==> config.mk <==
export PLATFORM = sky130hd
export DESIGN_NAME = pll_param_regs
export DESIGN_NICKNAME = d
export VERILOG_FILES = /design/src/rtl/pll_param_pkg.sv /design/src/rtl/pll_idx_decode.sv /design/src/rtl/pll_seq_track.sv /design/src/rtl/pll_param_bank.sv /design/src/rtl/pll_param_regs.sv
export SDC_FILE = /design/constraint.sdc
export NUM_CORES = 1
export LEC_CHECK = 0
export CAP_MARGIN = 40
export CORE_MARGIN = 4
export CORE_UTILIZATION = 55
export DETAILED_ROUTE_END_ITERATION = 8
export GPL_TIMING_DRIVEN = 0
export PLACE_DENSITY = 0.92
export SYNTH_ARGS = -nofsm -noshare
export SYNTH_HDL_FRONTEND = slang
export SYNTH_HIERARCHICAL = 1
export SYNTH_SLANG_ARGS = --single-unit
==> constraint.sdc <==
create_clock -name clk_i -period 4.6 [get_ports clk_i]
set_input_delay 0.92 -clock clk_i [delete_from_list [all_inputs] [get_ports clk_i]]
set_output_delay 0.92 -clock clk_i [all_outputs]
set_load 0.05 [all_outputs]
==> src/rtl/pll_param_pkg.sv <==
package pll_param_pkg;
  localparam int unsigned REG_W = 8;
  typedef logic [REG_W-1:0] reg_byte_t;
endpackage

==> src/rtl/pll_idx_decode.sv <==
module pll_idx_decode #(
  parameter int unsigned ADDR_W   = 16,
  parameter int unsigned DATA_W   = 8,
  parameter int unsigned NUM_REGS = 4,
  parameter logic [ADDR_W-1:0] IDX_ADDR = 'h3D6,
  parameter logic [ADDR_W-1:0] DAT_ADDR = 'h3D7,
  parameter logic [DATA_W-1:0] BASE_IDX = 'hC8,
  localparam int unsigned OFF_W = (NUM_REGS > 1) ? $clog2(NUM_REGS) : 1
) (
  input  logic              clk_i,
  input  logic              rst_ni,
  input  logic [ADDR_W-1:0] addr_i,
  input  logic              wr_en_i,
  input  logic [DATA_W-1:0] wdata_i,
  output logic [DATA_W-1:0] idx_o,
  output logic              idx_sel_o,
  output logic              dat_sel_o,
  output logic              in_set_o,
  output logic [OFF_W-1:0]  off_o
);
  logic [DATA_W-1:0] idx_q;
  logic [DATA_W-1:0] rel;

  always_ff @(posedge clk_i or negedge rst_ni) begin
    if (!rst_ni)                       idx_q <= '0;
    else if (wr_en_i && idx_sel_o)     idx_q <= wdata_i;
  end

  assign idx_sel_o = (addr_i == IDX_ADDR);
  assign dat_sel_o = (addr_i == DAT_ADDR);
  // wraps below base, so a single compare covers both bounds
  assign rel       = idx_q - BASE_IDX;
  assign in_set_o  = (rel < DATA_W'(NUM_REGS));
  assign off_o     = rel[OFF_W-1:0];
  assign idx_o     = idx_q;
endmodule

==> src/rtl/pll_seq_track.sv <==
module pll_seq_track #(
  parameter int unsigned NUM_REGS = 4,
  localparam int unsigned OFF_W = (NUM_REGS > 1) ? $clog2(NUM_REGS) : 1,
  localparam int unsigned CNT_W = $clog2(NUM_REGS + 1)
) (
  input  logic             clk_i,
  input  logic             rst_ni,
  input  logic             wr_i,
  input  logic [OFF_W-1:0] off_i,
  output logic             fire_o
);
  // 0 = idle, k = offset k expected next
  logic [CNT_W-1:0] exp_q, exp_d;

  always_comb begin
    exp_d  = exp_q;
    fire_o = 1'b0;
    if (wr_i) begin
      if (off_i == '0) begin
        exp_d = CNT_W'(1);
      end else if (exp_q != '0 && CNT_W'(off_i) == exp_q) begin
        if (off_i == OFF_W'(NUM_REGS - 1)) begin
          fire_o = 1'b1;
          exp_d  = '0;
        end else begin
          exp_d = exp_q + CNT_W'(1);
        end
      end else begin
        exp_d = '0;
      end
    end
  end

  always_ff @(posedge clk_i or negedge rst_ni) begin
    if (!rst_ni) exp_q <= '0;
    else         exp_q <= exp_d;
  end
endmodule

==> src/rtl/pll_param_bank.sv <==
module pll_param_bank #(
  parameter int unsigned DATA_W   = 8,
  parameter int unsigned NUM_REGS = 4,
  localparam int unsigned OFF_W = (NUM_REGS > 1) ? $clog2(NUM_REGS) : 1
) (
  input  logic                       clk_i,
  input  logic                       rst_ni,
  input  logic                       wr_i,
  input  logic [OFF_W-1:0]           off_i,
  input  logic [DATA_W-1:0]          wdata_i,
  input  logic                       fire_i,
  output logic [NUM_REGS*DATA_W-1:0] stg_o,
  output logic [NUM_REGS*DATA_W-1:0] com_o,
  output logic                       upd_o
);
  logic [NUM_REGS-1:0][DATA_W-1:0] stg_q, com_q;
  logic                            upd_q;

  always_ff @(posedge clk_i or negedge rst_ni) begin
    if (!rst_ni) begin
      stg_q <= '0;
      com_q <= '0;
      upd_q <= 1'b0;
    end else begin
      upd_q <= fire_i;
      if (wr_i) stg_q[off_i] <= wdata_i;
      if (fire_i) begin
        for (int r = 0; r < NUM_REGS; r++) begin
          // closing write bypasses staging into the committed copy
          com_q[r] <= (wr_i && off_i == OFF_W'(r)) ? wdata_i : stg_q[r];
        end
      end
    end
  end

  assign stg_o = stg_q;
  assign com_o = com_q;
  assign upd_o = upd_q;
endmodule

==> src/rtl/pll_param_regs.sv <==
module pll_param_regs
  import pll_param_pkg::*;
#(
  parameter int unsigned ADDR_W    = 16,
  parameter int unsigned DATA_W    = REG_W,
  parameter int unsigned NUM_REGS  = 4,
  parameter int unsigned NUM_PIPES = 2,
  parameter logic [ADDR_W-1:0] IDX_ADDR = 'h3D6,
  parameter logic [ADDR_W-1:0] DAT_ADDR = 'h3D7,
  parameter logic [DATA_W-1:0] BASE_IDX = 'hC8,
  localparam int unsigned PSEL_W = (NUM_PIPES > 1) ? $clog2(NUM_PIPES) : 1,
  localparam int unsigned OFF_W  = (NUM_REGS > 1) ? $clog2(NUM_REGS) : 1,
  localparam int unsigned SET_W  = NUM_REGS * DATA_W
) (
  input  logic                       clk_i,
  input  logic                       rst_ni,
  input  logic [ADDR_W-1:0]          addr_i,
  input  logic                       wr_en_i,
  input  logic                       rd_en_i,
  input  logic [DATA_W-1:0]          wdata_i,
  input  logic [PSEL_W-1:0]          pipe_sel_i,
  output logic [DATA_W-1:0]          rdata_o,
  output logic [NUM_PIPES*SET_W-1:0] params_o,
  output logic [NUM_PIPES-1:0]       update_o
);
  logic [DATA_W-1:0]                idx_q;
  logic                             idx_sel, dat_sel, in_set;
  logic [OFF_W-1:0]                 off;
  logic                             dat_wr;
  logic [NUM_PIPES-1:0][SET_W-1:0]  stg_all;

  pll_idx_decode #(
    .ADDR_W(ADDR_W), .DATA_W(DATA_W), .NUM_REGS(NUM_REGS),
    .IDX_ADDR(IDX_ADDR), .DAT_ADDR(DAT_ADDR), .BASE_IDX(BASE_IDX)
  ) u_dec (
    .clk_i, .rst_ni, .addr_i, .wr_en_i, .wdata_i,
    .idx_o(idx_q), .idx_sel_o(idx_sel), .dat_sel_o(dat_sel),
    .in_set_o(in_set), .off_o(off)
  );

  assign dat_wr = wr_en_i && dat_sel && in_set;

  for (genvar p = 0; p < NUM_PIPES; p++) begin : g_pipe
    logic wr_p, fire_p;
    assign wr_p = dat_wr && (pipe_sel_i == PSEL_W'(p));

    pll_seq_track #(.NUM_REGS(NUM_REGS)) u_trk (
      .clk_i, .rst_ni, .wr_i(wr_p), .off_i(off), .fire_o(fire_p)
    );

    pll_param_bank #(.DATA_W(DATA_W), .NUM_REGS(NUM_REGS)) u_bank (
      .clk_i, .rst_ni, .wr_i(wr_p), .off_i(off), .wdata_i,
      .fire_i(fire_p), .stg_o(stg_all[p]),
      .com_o(params_o[p*SET_W +: SET_W]), .upd_o(update_o[p])
    );
  end

  always_comb begin
    rdata_o = '0;
    if (rd_en_i) begin
      if (idx_sel)              rdata_o = idx_q;
      else if (dat_sel && in_set) rdata_o = stg_all[pipe_sel_i][off*DATA_W +: DATA_W];
    end
  end
endmodule

==> results of run 1 <==
layout make-up:
cell class | count | area, µm² | area share
timing repair buffer | 102 | 1040 | 0.127
tap | 143 | 179 | 0.0219
sequential | 144 | 3600 | 0.441
clock inverter | 12 | 135 | 0.0165
inverter | 12 | 45.0 | 0.00551
buffer | 28 | 165 | 0.0202
clock buffer | 19 | 443 | 0.0542
multi-input combinational | 399 | 2570 | 0.314
report_power, final:
group          switching (mW)  internal (mW)  leakage (nW)  total (mW)
logic                  0.0523         0.0340          1.83      0.0862
clock network           0.537          0.812         0.272        1.35
registers           0.0000210           1.27          1.98        1.27
total                   0.589           2.11          4.08        2.70
sequential cells by signal, indices dropped and copies added, names as in the netlist:
signal               flops
u_dec/idx_o              8
g_pipe.u_bank/com_o     64
g_pipe.u_bank/upd_o      2
g_pipe.u_trk/exp_q       6
g_pipe.u_bank/stg_o     64
kinds of logic (layout without fill, tap and decap cells):
| logic type | after synthesis | after routing |
|---|---|---|
| xor+xnor | 1 | 1 |
| fa+ha+maj | 5 | 5 |
| buf+inv | 40 | 173 |
| mux | 64 | 64 |
| simple gates | 247 | 247 |
| compound gates | 82 | 82 |
| flops | 144 | 144 |
synth_stat cells (10+ instances only):
cell type,n
buf_2,10
inv_1,12
mux2_2,38
nor2_1,55
mux2i_1,16
clkbuf_1,10
dfrtp_1,144
nand2_1,157
a31oi_1,50
per-layer routing:
layer	global-route usage	share of wire
met2	0.466	0.50
met5	0	0
met4	0.150	0.060
met3	0.0710	0.087
met1	0.333	0.36
how the worst max path moves through the flow:
stage / startpoint / to / depth (start not counted)
after floorplan: addr_i[11] / rdata_o[0] / 7
after global placement: rst_ni / g_pipe[1].u_bank/com_o[1]$_DFFE_PN0P_ / 1
after detailed placement: addr_i[11] / g_pipe[1].u_bank/com_o[4]$_DFFE_PN0P_ / 11
after CTS: addr_i[11] / rdata_o[3] / 9
after global routing: addr_i[11] / g_pipe[1].u_bank/com_o[4]$_DFFE_PN0P_ / 11
final: addr_i[11] / g_pipe[1].u_bank/com_o[4]$_DFFE_PN0P_ / 11
metrics by stage:
stage	std cells	instance area, µm²
6_report	859	8180
5_1_grt	859	8180
4_1_cts	859	8170
3_5_place_dp	828	7590
3_3_place_gp	827	7570
2_1_floorplan	583	6380
worst max-delay path, cell delays in order:
cell and delay, ns:
clkdlybuf4s50_1 0.42, nor4b_2 0.32, nand4_2 0.19, nor2_1 0.19
nand3_1 0.19, nor2_2 0.51, nand2_1 0.12, nor4_1 0.61
clkbuf_1 0.49, clkbuf_1 0.48, a31oi_1 0.21
what timing repair did:
item                                    in CTS  in global routing
resized for setup                            7                  4
hold buffers                                 0                  0
endpoints found under the setup margin       8                 46
gates cloned                                 0                  0
==> results.json, run 1 <==
{
  "dpl_worst_slack_ns": -0.295,
  "syn_area_mm2": 0.00638,
  "drtAntennaViolNets": 0,
  "power_density_mw_per_mm2": 330,
  "worstMarginPinSlew_ns": 0.768,
  "final_cell_mix": "nand2_1 (157), dfrtp_1 (144), clkdlybuf4s50_1 (92)",
  "ys_ff_latch": 144,
  "yosysWarnings": 6,
  "clk_latency_ns": 0.42,
  "cts_tree": "done",
  "synth_top_area_frac": 0.565,
  "synthArstFlopShare": 1.00,
  "viasPerCell": 6.14,
  "die_h_um": 116,
  "cts_buffer_depth": 2,
  "drive_above_1_share": 0.148,
  "rsz0062_at_grt": "no",
  "hp-class": "in2async",
  "critPathArrivalTime_ns": 4.64,
  "initial_core_util": 0.561,
  "n_fill_cell": 736,
  "synth_simple_gate_area_frac": 0.173,
  "synthXorXnorAreaFrac": 0.00137,
  "finalSetupViolCount": 0,
  "cp_max_fo": 14,
  "reg2reg_to": "g_pipe[1].u_bank/com_o[4]$_DFFE_PN0P_",
  "die_area_mm2": 0.0134,
  "antenna_cells": 0,
  "synth-main-ff-cell": "dfrtp_1",
  "yosys.area_share.adder": 0.00981,
  "avgSynthCellArea_um2": 10.9,
  "antenna_found_initial": 0,
  "setup_ws_ns": 0.208,
  "final_common_cell": "nand2_1",
  "io_pins": 103,
  "finClkSkew_ns": 0.00875,
  "numCtsBuffers": 17,
  "holdWs_ns": 0.503,
  "synthTopCellsByArea": "dfrtp_1 (57%), nand2_1 (9.2%), mux2_2 (6.7%), a31oi_1 (4.9%), nor2_1 (3.2%)",
  "fin_crit_ns": 4.39,
  "cts_max_level": 4,
  "synth_edf_count": 0,
  "core_mm2": 0.0114,
  "relSlewSlack": 0.484,
  "post_drt_wl_per_cell_um": 21.0,
  "drc_errors": 0,
  "die-width_um": 116,
  "synth_cell_types": 45,
  "timing.rr.start": "u_dec/idx_o[3]$_DFFE_PN0P_",
  "synth_top_family_by_area": "simple AND/OR/NAND/NOR gates",
  "finalHoldViolCount": 0,
  "syn_to_final_growth_pct": 28.3,
  "first_global_vias": 5537,
  "max_freq_mhz": 228,
  "synth-compound-area-share": 0.0881,
  "power_leakage_nw": 4.08,
  "firstDrtPassIters": 6,
  "cts_sinks": 144,
  "grt_pass1_wl_um": 28100,
  "regToRegSetupSlack_ns": 0.70,
  "nets": 738,
  "netlist_instances": 583,
  "root_buffer": "clkbuf_16",
  "slew_violations": 0,
  "synth_nets": 617,
  "yosysTopAreaCell": "dfrtp_1",
  "critPathCaptureType": "flop",
  "final_core_util": 0.719,
  "max-vdd-ir-drop_mv": 0.242,
  "yosysSeqAreaShare": 0.565,
  "gp_congestion": 0.898,
  "critical_path_class": "in2reg",
  "vias": 5276,
  "startpoint_type": "input port",
  "finalCritPeriodShare": 0.955,
  "drv_cap": 0,
  "grt_max_degree": 75,
  "required_ns": 4.85,
  "clkTransAtPathRegs_ns": 0.06,
  "synth.area.mux_share": 0.129,
  "drt_wl_total_um": 18000,
  "grtUsageTotal": 0.279,
  "p_total_mw": 2.70,
  "run_status": "finished clean",
  "worstRegToRegCells": 11,
  "drt_iter0_drc": 514,
  "rows": 39,
  "hpwlAfterDp_um": 12300,
  "io_buffers": 101,
  "cts_setup_buffers": 0,
  "grt_remaining_overflow": 0,
  "finalSetupTns_ns": 0
}
Power figures use the tool's default switching activity.
==> run 2, diff against run 1 <==
--- a/config.mk
+++ b/config.mk
@@ -7,10 +7,10 @@
 export LEC_CHECK = 0
 export CAP_MARGIN = 40
 export CORE_MARGIN = 4
-export CORE_UTILIZATION = 55
+export CORE_UTILIZATION = 48
 export DETAILED_ROUTE_END_ITERATION = 8
 export GPL_TIMING_DRIVEN = 0
-export PLACE_DENSITY = 0.92
+export PLACE_DENSITY = 0.86
 export SYNTH_ARGS = -nofsm -noshare
 export SYNTH_HDL_FRONTEND = slang
 export SYNTH_HIERARCHICAL = 1
==> constraint.sdc (replaced) <==
create_clock -name clk_i -period 3.5 [get_ports clk_i]
set_input_delay 0.7 -clock clk_i [delete_from_list [all_inputs] [get_ports clk_i]]
set_output_delay 0.7 -clock clk_i [all_outputs]
set_load 0.05 [all_outputs]
==> results.json, run 2 (synthesis gave the netlist of run 1 again) <==
{
  "critPathCaptureType": "primary output",
  "reg2reg_to": "g_pipe[1].u_bank/com_o[1]$_DFFE_PN0P_",
  "initial_core_util": 0.497,
  "max-vdd-ir-drop_mv": 0.334,
  "timing.rr.start": "u_dec/idx_o[3]$_DFFE_PN0P_",
  "drt_wl_total_um": 18500,
  "finalHoldViolCount": 0,
  "hp-class": "in2async",
  "nets": 750,
  "cpMostUsedCell": "clkbuf_4",
  "numCtsBuffers": 17,
  "run_status": "finished clean",
  "die-width_um": 123,
  "finClkSkew_ns": 0.00885,
  "root_buffer": "clkbuf_16",
  "p_total_mw": 3.57,
  "drc_errors": 0,
  "dpl_worst_slack_ns": -1.23,
  "fin_crit_ns": 3.40,
  "drv_cap": 0,
  "n_fill_cell": 938,
  "cp_max_fo": 9,
  "startpoint": "addr_i[5]",
  "cts_tree": "done",
  "final_common_cell": "nand2_1",
  "worst_path_dominant_cell_family": "buffers and inverters",
  "crit_cells": 10,
  "finalSetupViolCount": 0,
  "die_h_um": 123,
  "drtAntennaViolNets": 0,
  "grt_pass1_wl_um": 28000,
  "slew_violations": 0,
  "clk_latency_ns": 0.42,
  "critical_path_class": "in2out",
  "crit_slowest_cell": "clkdlybuf4s50_1",
  "finalSetupTns_ns": 0,
  "grt_max_degree": 78,
  "power_density_mw_per_mm2": 427,
  "antenna_found_initial": 0,
  "max_freq_mhz": 294,
  "rsz0062_at_grt": "no",
  "worstPathCellList": "clkdlybuf4s50_1, and4bb_2, nand4_2, buf_4, nor2_1, clkbuf_4, nor2_4, o211ai_1, a21boi_1, clkbuf_4",
  "final_cell_mix": "nand2_1 (156), dfrtp_1 (144), clkdlybuf4s50_1 (91)",
  "cts_sinks": 144,
  "syn_to_final_growth_pct": 31.1,
  "antenna_cells": 0,
  "viasPerCell": 5.80,
  "critPathArrivalTime_ns": 2.70,
  "hpwlAfterDp_um": 12600,
  "worst-path-buf-inv": 4,
  "cts_max_level": 4,
  "grt_remaining_overflow": 0,
  "grtUsageTotal": 0.248,
  "finalCritPeriodShare": 0.971,
  "finish.instance_area_mm2": 0.00836,
  "firstDrtPassIters": 7,
  "worstMarginPinSlew_ns": 0.767,
  "rows": 41,
  "drive_above_1_share": 0.196,
  "io_pins": 103,
  "cts_buffer_depth": 2,
  "placed_area_mm2": 0.00763,
  "required_ns": 2.80,
  "core_mm2": 0.0128,
  "startpoint_type": "input port",
  "vias": 5228,
  "max_stage_delay_ns": 0.44,
  "die_area_mm2": 0.0152,
  "first_global_vias": 5388,
  "relSlewSlack": 0.487,
  "power_leakage_nw": 4.15,
  "post_drt_wl_per_cell_um": 20.5,
  "cp-endpoint": "rdata_o[5]",
  "worstRegToRegCells": 12,
  "setup_ws_ns": 0.101,
  "gp_congestion": 0.870,
  "io_buffers": 101,
  "clkTransAtPathRegs_ns": 0.06,
  "regToRegSetupSlack_ns": 0.43,
  "drt_iter0_drc": 540
}
run 2: cell types whose count changed in the layout (fill, tap and decap cells not counted), sizes merged:
cell / delta
dlymetal6s2s: -1
clkinv: +2
buf: +17
clkbuf: +3
dlygate4sd2: -6
clkinvlp: -1
clkdlybuf4s50: -1
run 2: per-stage QoR:
step | util | instances | hold WS [ns]
floorplan | - | 583 | 0.404
global placement | 0.593 | 856 | 0.479
detailed placement | 0.595 | 857 | 0.488
CTS | 0.641 | 889 | 0.298
global route | 0.652 | 901 | 0.319
finish | 0.652 | 901 | 0.266
run 2: layer usage:
metal | vias to the layer above | part of all wire | GRT usage
met3 | 55 | 0.072 | 0.0691
met5 | - | 0 | 0
li1 | 2310 | - | -
met1 | 2588 | 0.39 | 0.301
met2 | 275 | 0.50 | 0.410
met4 | 0 | 0.037 | 0.119
run 2: what timing repair did:
item                                    4_1_cts  5_1_grt
pin swaps                                     0        7
gates resized for setup                      60       16
endpoints found under the setup margin       72       71
hold buffers                                  0        0
setup buffers                                 0       12
run 2: worst reg2reg max path, cell delays in order, from the launching register on:
cell      delay (ns)
dfrtp_1         0.38
inv_1           0.06
ha_1            0.20
xor2_1          0.14
nor3_1          0.29
nand3_1         0.27
nor2_4          0.32
nand2_1         0.16
nor4_4          0.29
clkbuf_4        0.31
clkbuf_2        0.29
nor2_1          0.09
a31oi_1         0.17
run 2: final cells by class:
cell class	instances	area (µm²)	share of cell area
Timing Repair Buffer	114	1110	0.132
Clock buffer	19	443	0.0530
Inverter	12	45.0	0.00539
Buffer	28	184	0.0220
Sequential cell	144	3600	0.431
Tap cell	172	215	0.0257
Multi-Input combinational cell	399	2620	0.314
Clock inverter	13	138	0.0165
run 2: report_power, final:
group          internal (mW)  leakage (nW)  switching, mW
clock network           1.07         0.280          0.718
logic                 0.0450          1.89         0.0701
registers               1.66          1.98      0.0000285
total                   2.78          4.15          0.789
run 2: worst min-delay path by stage:
stage | startpoint | endpoint | slack (ns) | depth (start not counted)
2_1_floorplan | rst_ni | g_pipe[0].u_bank/com_o[0]$_DFFE_PN0P_ | 0.40 | 0
3_3_place_gp | g_pipe[1].u_bank/stg_o[28]$_DFFE_PN0P_ | g_pipe[1].u_bank/stg_o[28]$_DFFE_PN0P_ | 0.48 | 2
3_5_place_dp | g_pipe[0].u_bank/stg_o[28]$_DFFE_PN0P_ | g_pipe[0].u_bank/stg_o[28]$_DFFE_PN0P_ | 0.49 | 2
4_1_cts | rst_ni | g_pipe[0].u_bank/com_o[17]$_DFFE_PN0P_ | 0.30 | 1
5_1_grt | rst_ni | g_pipe[0].u_bank/com_o[17]$_DFFE_PN0P_ | 0.32 | 1
6_report | rst_ni | g_pipe[0].u_bank/com_o[17]$_DFFE_PN0P_ | 0.27 | 1
==> run 3, diff against run 2 <==
--- a/config.mk
+++ b/config.mk
@@ -6,7 +6,6 @@
 export NUM_CORES = 1
 export LEC_CHECK = 0
 export CAP_MARGIN = 40
-export CORE_MARGIN = 4
 export CORE_UTILIZATION = 48
 export DETAILED_ROUTE_END_ITERATION = 8
 export GPL_TIMING_DRIVEN = 0
==> results.json, run 3 (synthesis gave the netlist of run 1 again) <==
{
  "viasPerCell": 5.88,
  "cts_max_level": 4,
  "finalSetupViolCount": 0,
  "critPathArrivalTime_ns": 2.77,
  "hp-class": "in2async",
  "regArea_mm2": 0.00360,
  "drt_iter0_drc": 631,
  "die_h_um": 117,
  "grt_pass1_wl_um": 28200,
  "drive_above_1_share": 0.184,
  "initial_core_util": 0.499,
  "io_pins": 103,
  "finClkSkew_ns": 0.0215,
  "crit_slowest_cell": "clkdlybuf4s50_1",
  "critPathCaptureType": "primary output",
  "die_area_mm2": 0.0137,
  "syn_to_final_growth_pct": 31.6,
  "vias": 5239,
  "cts_sinks": 144,
  "n_fill_cell": 892,
  "numCtsBuffers": 17,
  "gp_congestion": 0.876,
  "grtUsageTotal": 0.283,
  "root_buffer": "clkbuf_16",
  "cpMostUsedCell": "nor2_4",
  "rsz0062_at_grt": "no",
  "cts_buffer_depth": 2,
  "fin_crit_ns": 3.47,
  "post_drt_wl_per_cell_um": 20.4,
  "relSlewSlack": 0.548,
  "finalCritPeriodShare": 0.991,
  "max_freq_mhz": 288,
  "io_buffers": 101,
  "clkTransAtPathRegs_ns": 0.06,
  "firstDrtPassIters": 6,
  "drt_wl_total_um": 18200,
  "drc_errors": 0,
  "grt_max_degree": 79,
  "grt_remaining_overflow": 0,
  "multiInputGateArea_mm2": 0.00263,
  "holdBufCountCts": 0,
  "die-width_um": 117,
  "cts_tree": "done",
  "finalHoldViolCount": 0,
  "holdWs_ns": 0.265,
  "run_status": "finished clean",
  "hpwlAfterDp_um": 12100,
  "drv_cap": 0,
  "power_density_mw_per_mm2": 458,
  "max_stage_delay_ns": 0.45,
  "worstPathCellList": "clkdlybuf4s50_1, nor4b_4, nand4_2, nor2_4, nand2_2, nor2_4, o211ai_1, a21boi_1, buf_4",
  "rows": 41,
  "worstMarginPinSlew_ns": 0.675,
  "core_mm2": 0.0128,
  "critical_path_class": "in2out",
  "slew_violations": 0,
  "final_cell_mix": "nand2_1 (156), dfrtp_1 (144), clkdlybuf4s50_1 (90)",
  "power_leakage_nw": 4.15,
  "final_common_cell": "nand2_1",
  "p_total_mw": 3.84,
  "max-vdd-ir-drop_mv": 0.311,
  "drtAntennaViolNets": 0,
  "nets": 740,
  "clk_latency_ns": 0.42,
  "required_ns": 2.80,
  "antenna_found_initial": 0,
  "first_global_vias": 5390,
  "startpoint_type": "input port",
  "cp_max_fo": 8,
  "antenna_cells": 0
}
==> run 3: cell types whose count changed in the layout (fill, tap and decap cells not counted), sizes merged <==
cell	before	now
buf	37	31
bufinv	2	6
clkbuf	32	28
clkdlybuf4s50	91	90
clkinv	6	3
clkinvlp	3	2
dlymetal6s2s	1	2
==> run 3: timing repair <==
item                       CTS  global route
setup buffers                0             1
pin swaps                    1             7
resized for setup           62            18
setup endpoints to repair   64            56
==> run 3: cell type report <==
type,instances,area share
Buffer,28,0.0219
Clock buffer,19,0.0528
Clock inverter,13,0.0276
Inverter,12,0.00537
Multi-Input combinational cell,399,0.313
Sequential cell,144,0.430
Tap cell,172,0.0257
Timing Repair Buffer,104,0.124
==> run 3: metal layers <==
metal,vias up,global-route usage,wire length (µm)
met5,-,0,0
met4,0,0.154,787
met3,67,0.0561,1300
met2,304,0.475,9000
met1,2583,0.345,7070
li1,2285,-,-
==> run 3: critical path: cells and delay by family <==
kind            cells  cell delay, ns
simple gates        5            0.96
compound gates      2            0.40
buf+inv             2            0.70
==> run 3: final timing paths <==
check                                                  startpoint                                     end  slack [ns]  cells past startpoint
hold reg to reg            g_pipe[0].u_bank/stg_o[25]$_DFFE_PN0P_  g_pipe[0].u_bank/stg_o[25]$_DFFE_PN0P_        0.49                      2
setup / recovery                                       addr_i[11]                              rdata_o[5]        0.03                      9
setup reg to reg                       u_dec/idx_o[3]$_DFFE_PN0P_  g_pipe[1].u_bank/com_o[28]$_DFFE_PN0P_        0.43                     12
hold / removal                                             rst_ni  g_pipe[0].u_bank/com_o[18]$_DFFE_PN0P_        0.26                      1
min in group clk_i         g_pipe[0].u_bank/stg_o[25]$_DFFE_PN0P_  g_pipe[0].u_bank/stg_o[25]$_DFFE_PN0P_        0.49                      2
max in group asynchronous                                  rst_ni   g_pipe[1].u_bank/stg_o[4]$_DFFE_PN0P_        2.46                      2
==> run 3: report_power, final <==
part / leakage, nW / switching, mW / total, mW / internal (mW)
clock network: 0.324 / 0.702 / 2.06 / 1.36
registers: 1.98 / 0.0000264 / 1.67 / 1.67
logic: 1.85 / 0.0699 / 0.115 / 0.0449
==> run 3: per-stage QoR <==
stage / util / worst slack [ns] / cell area (µm²) / setup TNS (ns) / cells
after floorplan: - / 0.202 / 6380 / 0 / 583
after global placement: 0.595 / -3.57 / 7600 / -570.22 / 856
after detailed placement: 0.598 / -1.21 / 7640 / -59.84 / 858
after CTS: 0.652 / 0.0114 / 8330 / 0 / 890
after global routing: 0.657 / 0.00199 / 8390 / 0 / 891
final: 0.657 / 0.0321 / 8390 / 0 / 891
